**config.mk**
```make
export PLATFORM = sky130hd
export DESIGN_NAME = mm_mul65537
export DESIGN_NICKNAME = d
export VERILOG_FILES = /design/src/rtl/mm_pkg.sv /design/src/rtl/mm_classify.sv /design/src/rtl/mm_fold.sv /design/src/rtl/mm_select.sv /design/src/rtl/mm_mul65537.sv
export SDC_FILE = /design/constraint.sdc
export NUM_CORES = 1
export LEC_CHECK = 0
export BUFFER_PORTS_ARGS = -buffer_cell sky130_fd_sc_hd__buf_2
export CAP_MARGIN = 20
export CORE_UTILIZATION = 25
export DETAILED_ROUTE_END_ITERATION = 10
export PLACE_DENSITY = 0.4
export SLEW_MARGIN = 20
export SYNTH_ARGS = -nofsm -noshare
export SYNTH_HDL_FRONTEND = slang
export SYNTH_SLANG_ARGS = --single-unit
```
**constraint.sdc**
```tcl
create_clock -name clk -period 10.7 [get_ports clk]
set_input_delay 1.07 -clock clk [delete_from_list [all_inputs] [get_ports clk]]
set_output_delay 1.07 -clock clk [all_outputs]
set_load 0.01 [all_outputs]
```
**src/rtl/mm_pkg.sv**
```systemverilog
package mm_pkg;
    parameter int unsigned MM_W = 16;
    localparam int unsigned MM_PW = 2 * MM_W;

    typedef logic [MM_W-1:0]  mm_word_t;
    typedef logic [MM_PW-1:0] mm_prod_t;

    typedef enum logic [1:0] {
        MM_GENERAL = 2'd0,
        MM_A_ZERO  = 2'd1,
        MM_B_ZERO  = 2'd2
    } mm_case_e;

    typedef struct packed {
        mm_word_t a;
        mm_word_t b;
    } mm_pair_t;

    typedef struct packed {
        logic     borrow;
        mm_word_t diff;
    } mm_fold_t;

    // Residue for "zero stands for 2^W" operand: 2^W * x == -x, so 1 - x after the wrap
    function automatic mm_word_t mm_one_minus(mm_word_t x);
        return mm_word_t'(1) - x;
    endfunction
endpackage

```
**src/rtl/mm_classify.sv**
```systemverilog
module mm_classify
    import mm_pkg::*;
(
    input  mm_pair_t pair,
    output mm_case_e kind
);
    always_comb begin
        if (pair.a == '0)
            kind = MM_A_ZERO;   // also covers both-zero: 1 - 0 = 1
        else if (pair.b == '0)
            kind = MM_B_ZERO;
        else
            kind = MM_GENERAL;
    end
endmodule

```
**src/rtl/mm_fold.sv**
```systemverilog
module mm_fold
    import mm_pkg::*;
(
    input  mm_pair_t pair,
    output mm_word_t folded
);
    mm_prod_t prod;
    mm_word_t lo_half;
    mm_word_t hi_half;
    mm_fold_t sub;

    always_comb begin
        prod    = mm_prod_t'(pair.a) * mm_prod_t'(pair.b);
        lo_half = prod[MM_W-1:0];
        hi_half = prod[MM_PW-1:MM_W];
        // 2^W == -1, so hi*2^W + lo == lo - hi; a borrow means +2^W was added, fix with +1
        sub     = {1'b0, lo_half} - {1'b0, hi_half};
        folded  = sub.diff + mm_word_t'(sub.borrow);
    end
endmodule

```
**src/rtl/mm_select.sv**
```systemverilog
module mm_select
    import mm_pkg::*;
(
    input  mm_case_e kind,
    input  mm_pair_t pair,
    input  mm_word_t folded,
    output mm_word_t res
);
    always_comb begin
        unique case (kind)
            MM_A_ZERO: res = mm_one_minus(pair.b);
            MM_B_ZERO: res = mm_one_minus(pair.a);
            default:   res = folded;
        endcase
    end
endmodule

```
**src/rtl/mm_mul65537.sv**
```systemverilog
module mm_mul65537
    import mm_pkg::*;
#(
    parameter bit REGISTERED = 1'b1
) (
    input  logic     clk,
    input  logic     rst,
    input  logic     in_valid,
    input  mm_word_t op_a,
    input  mm_word_t op_b,
    output logic     out_valid,
    output mm_word_t result
);
    mm_pair_t pair;
    mm_case_e kind;
    mm_word_t folded;
    mm_word_t next_res;

    assign pair = '{a: op_a, b: op_b};

    mm_classify u_classify (.pair(pair), .kind(kind));
    mm_fold     u_fold     (.pair(pair), .folded(folded));
    mm_select   u_select   (.kind(kind), .pair(pair), .folded(folded), .res(next_res));

    generate
        if (REGISTERED) begin : g_reg
            logic     valid_q;
            mm_word_t res_q;

            always_ff @(posedge clk) begin
                if (rst) begin
                    valid_q <= 1'b0;
                    res_q   <= '0;
                end else begin
                    valid_q <= in_valid;
                    if (in_valid)
                        res_q <= next_res;
                end
            end

            assign out_valid = valid_q;
            assign result    = res_q;

            AST_VALID_FOLLOWS: assert property (@(posedge clk) disable iff (rst)
                in_valid |=> out_valid);
            AST_VALID_QUIET: assert property (@(posedge clk) disable iff (rst)
                !in_valid |=> !out_valid);
            AST_HOLD_IDLE: assert property (@(posedge clk) disable iff (rst)
                !in_valid |=> $stable(result));
            AST_A_ZERO_PATH: assert property (@(posedge clk) disable iff (rst)
                (in_valid && op_a == '0 && op_b != '0)
                |=> result == mm_word_t'(mm_word_t'(1) - $past(op_b)));
            AST_B_ZERO_PATH: assert property (@(posedge clk) disable iff (rst)
                (in_valid && op_b == '0 && op_a != '0)
                |=> result == mm_word_t'(mm_word_t'(1) - $past(op_a)));
            AST_BOTH_ZERO: assert property (@(posedge clk) disable iff (rst)
                (in_valid && op_a == '0 && op_b == '0) |=> result == mm_word_t'(1));
            AST_IDENTITY: assert property (@(posedge clk) disable iff (rst)
                (in_valid && op_a == mm_word_t'(1)) |=> result == $past(op_b));
        end else begin : g_comb
            assign out_valid = in_valid;
            assign result    = next_res;
        end
    endgenerate
endmodule

```
==> qor.log <==
INFO  routing        postRouteWirelength=38300µm
INFO  yosys          postSynthAreaPerCell=8.31µm²
INFO  floorplan      die_area=0.0460mm²
INFO  cells_and_area layout-drive-gt1-share=9.40%
INFO  timing         relSlewSlack=49.9%
INFO  timing         hold_viol=0
INFO  cells_and_area final_net_count=1740
INFO  floorplan      rows=77
INFO  place          dp_hpwl=31800µm
INFO  place          place_congestion=0.801
INFO  yosys          synth_area_leader_cell=sky130_fd_sc_hd__fa_1
INFO  worst_setup_path crit_arrival=10.26ns
INFO  routing        avg_wl_per_cell=19.4µm
INFO  yosys          synth_cell_type_count=83
INFO  cts            cts_root_buffer=sky130_fd_sc_hd__clkbuf_16
INFO  cts            cts_setup_buffers=0
INFO  routing        initial_drt_markers=471
INFO  timing         max_slew.worst_pin.slew=0.745ns
INFO  yosys          synth-async-reset-ratio=0%
INFO  global_route   grt_max_degree=25
INFO  global_route   grt_antenna_before_repair=4
INFO  yosys          syn-instance-count=1360
INFO  routing        post_drt_via_cell_ratio=4.71
INFO  cts            clock_path_buffers=2
INFO  worst_setup_path cpMostUsedCell=sky130_fd_sc_hd__fa_1
INFO  global_route   grt_pass1_vias=9855
INFO  floorplan      die_width=215µm
INFO  yosys          synth.most_common_cell=sky130_fd_sc_hd__inv_1
INFO  global_route   globalRoute.totalOverflow=0
INFO  place          dp_cells=1971
INFO  cts            cts.repair.resized=0
INFO  yosys          ys_seq_area_share=3.01%
INFO  worst_setup_path library_cell_contributing_the_largest_single_delay_on_the_critical_path=sky130_fd_sc_hd__fa_1
INFO  worst_setup_path timing.critical_path.fanout_max=14
INFO  yosys          synth-edff-count=0
INFO  cts            cts.clk_slew.worst_paths=0.06ns
INFO  worst_setup_path crit_required=10.86ns
INFO  worst_setup_path crit_type=primary input to flop
INFO  floorplan      initial_utilization=25.4%
INFO  timing         setup_repair_after_global_routing_missed_its_margin=no
INFO  cts            numClockSinks=17
INFO  timing         final-max-slew-violation-count=0
INFO  timing         min_period=10.10ns
INFO  worst_setup_path cp_peak_stage_delay=0.57ns
INFO  yosys          postSynthRegisterBits=17
INFO  routing        vias_after_detailed_routing=9306
INFO  timing         timing.clock.skew=0ns
INFO  yosys          yosys_warnings=0
INFO  cells_and_area cell_count_final_fillers_out=1977
INFO  global_route   global_route_wire_length_before_repair=59500µm
INFO  worst_setup_path r2r_slack=9.47ns
INFO  timing         timing.final.setup_violations=0
INFO  routing        drcViolationCount=0
INFO  cts            tritoncts_clock_tree=yes
INFO  yosys          netlist_area=0.0113mm²
INFO  outcome        run_status=complete, no violations
INFO  yosys          synth.top_cells.by_count=sky130_fd_sc_hd__inv_1, sky130_fd_sc_hd__fa_1, sky130_fd_sc_hd__nand2_1
INFO  routing        first_pass_detailed_route_iteration_total=4
INFO  timing         finalHoldWorstSlack=0.471ns
INFO  timing         achievable_frequency=99.0MHz
INFO  cts            cts_hold_buf=0
INFO  cts            h_tree_levels=1
INFO  floorplan      die_y=215µm
INFO  place          io_buffer_count=51
INFO  worst_setup_path start_kind=primary input
INFO  yosys          synth_top_flop_cell=sky130_fd_sc_hd__dfxtp_1
INFO  yosys          syn_nets=1716
INFO  global_route   total_routing_resource_utilization_after_global_routing=16.8%
INFO  routing        drt.antenna.violating_nets=0
INFO  timing         final.setup.tns=0ns
INFO  yosys          synth_largest_type_area_fraction=34.6%
INFO  worst_setup_path timing.critical_path.to_type=flop
INFO  floorplan      top_level_ports=52
INFO  cts            clk_latency=0.25ns
INFO  yosys          synth_top_cells_by_area=sky130_fd_sc_hd__fa_1, sky130_fd_sc_hd__ha_1, sky130_fd_sc_hd__inv_1
INFO  cells_and_area relative_area_change_from_synthesis_to_final_layout=9.89%
INFO  timing         min_period_over_period=94.4%
INFO  cts            tritoncts.num_buffers=3
INFO  min_path       hold_path_class=flop to flop
INFO  floorplan      core_region_area=0.0444mm²
INFO  flow_run       cap_viol_max_count=0
-- critical path, delay by kind of cell --
kind                     cells  cell delay [ns]
AND/OR/NAND/NOR             11             2.32
buffers and inverters        4             0.54
adder cells (fa/ha/maj)     10             4.21
AO/OA/AOI/OAI               10             1.73
XOR/XNOR                     1             0.32
-- worst paths after layout --
check / startpoint / end / cells after the start
min: result[2] / result[2] / 2
max: op_a[7] / result[12] / 36
min reg2reg: result[2] / result[2] / 2
max reg2reg: result[13] / result[13] / 5
-- placed cells by master, fill, tap and decap left out, drive strengths merged, types with 3 or more instances in the layout --
cell type,instances
inv,234
fa,195
nand2,185
ha,126
and2,115
buf,87
nor2,60
a21oi,37
xor2,32
xnor2,31
nand3,25
o21ai,24
nor3,23
a21o,17
dfxtp,17
nor4,12
o21bai,11
a211oi,11
a311oi,10
nand2b,9
o211ai,9
o21a,8
or3,8
clkbuf,8
nand4,7
a221oi,7
and3,6
or4,5
or2,4
a31oi,4
o311ai,4
nor2b,3
mux2i,3
nand3b,3
o2111ai,3
nor3b,3
o31ai,3
a211o,3
-- per-layer routing --
layer	global-route usage [%]	up-vias	wire length, µm
li1	-	4381	-
met1	23.9	4742	18600
met2	28.3	165	18000
met3	1.83	14	1430
met4	1.05	4	227
met5	0	-	33
-- stage by stage --
stage	setup slack (ns)	utilization (%)	instance area, µm²
after global routing	0.00808	27.9	12400
after CTS	0.309	27.9	12400
after floorplan	0.695	-	11300
after global placement	0.218	27.7	12300
final	0.598	27.9	12400
after detailed placement	0.129	27.7	12300
-- kinds of logic (layout without fill, tap and decap cells) --
family / after synthesis / count (layout) / share of synthesized area [%]
buffers and inverters: 307 / 330 / 10.6
AOI/OAI and AO/OA: 173 / 173 / 11.1
and+or+nand+nor: 474 / 474 / 21.3
xor gates and xnor gates: 64 / 64 / 5.15
muxes: 4 / 4 / 0.366
adders and majority gates: 321 / 321 / 48.5
other: 0 / 2 / 0
DFF: 17 / 17 / 3.01
-- final cells by class --
type | instances | area (µm²)
fillers | 4865 | 32000
multi-input cells | 1036 | 9790
inverters | 234 | 878
well taps | 592 | 741
repair buffers | 92 | 576
flip-flops and latches | 17 | 340
clock buffers | 3 | 75.1
clock inverters | 1 | 7.51
diodes | 2 | 5.00
-- state kept, by name (all words and copies together), names as in the netlist --
name	cells
result	16
out_valid	1
Power is not shown: default switching activity piles up to over one toggle a cycle in this logic, so the estimate is an artifact.
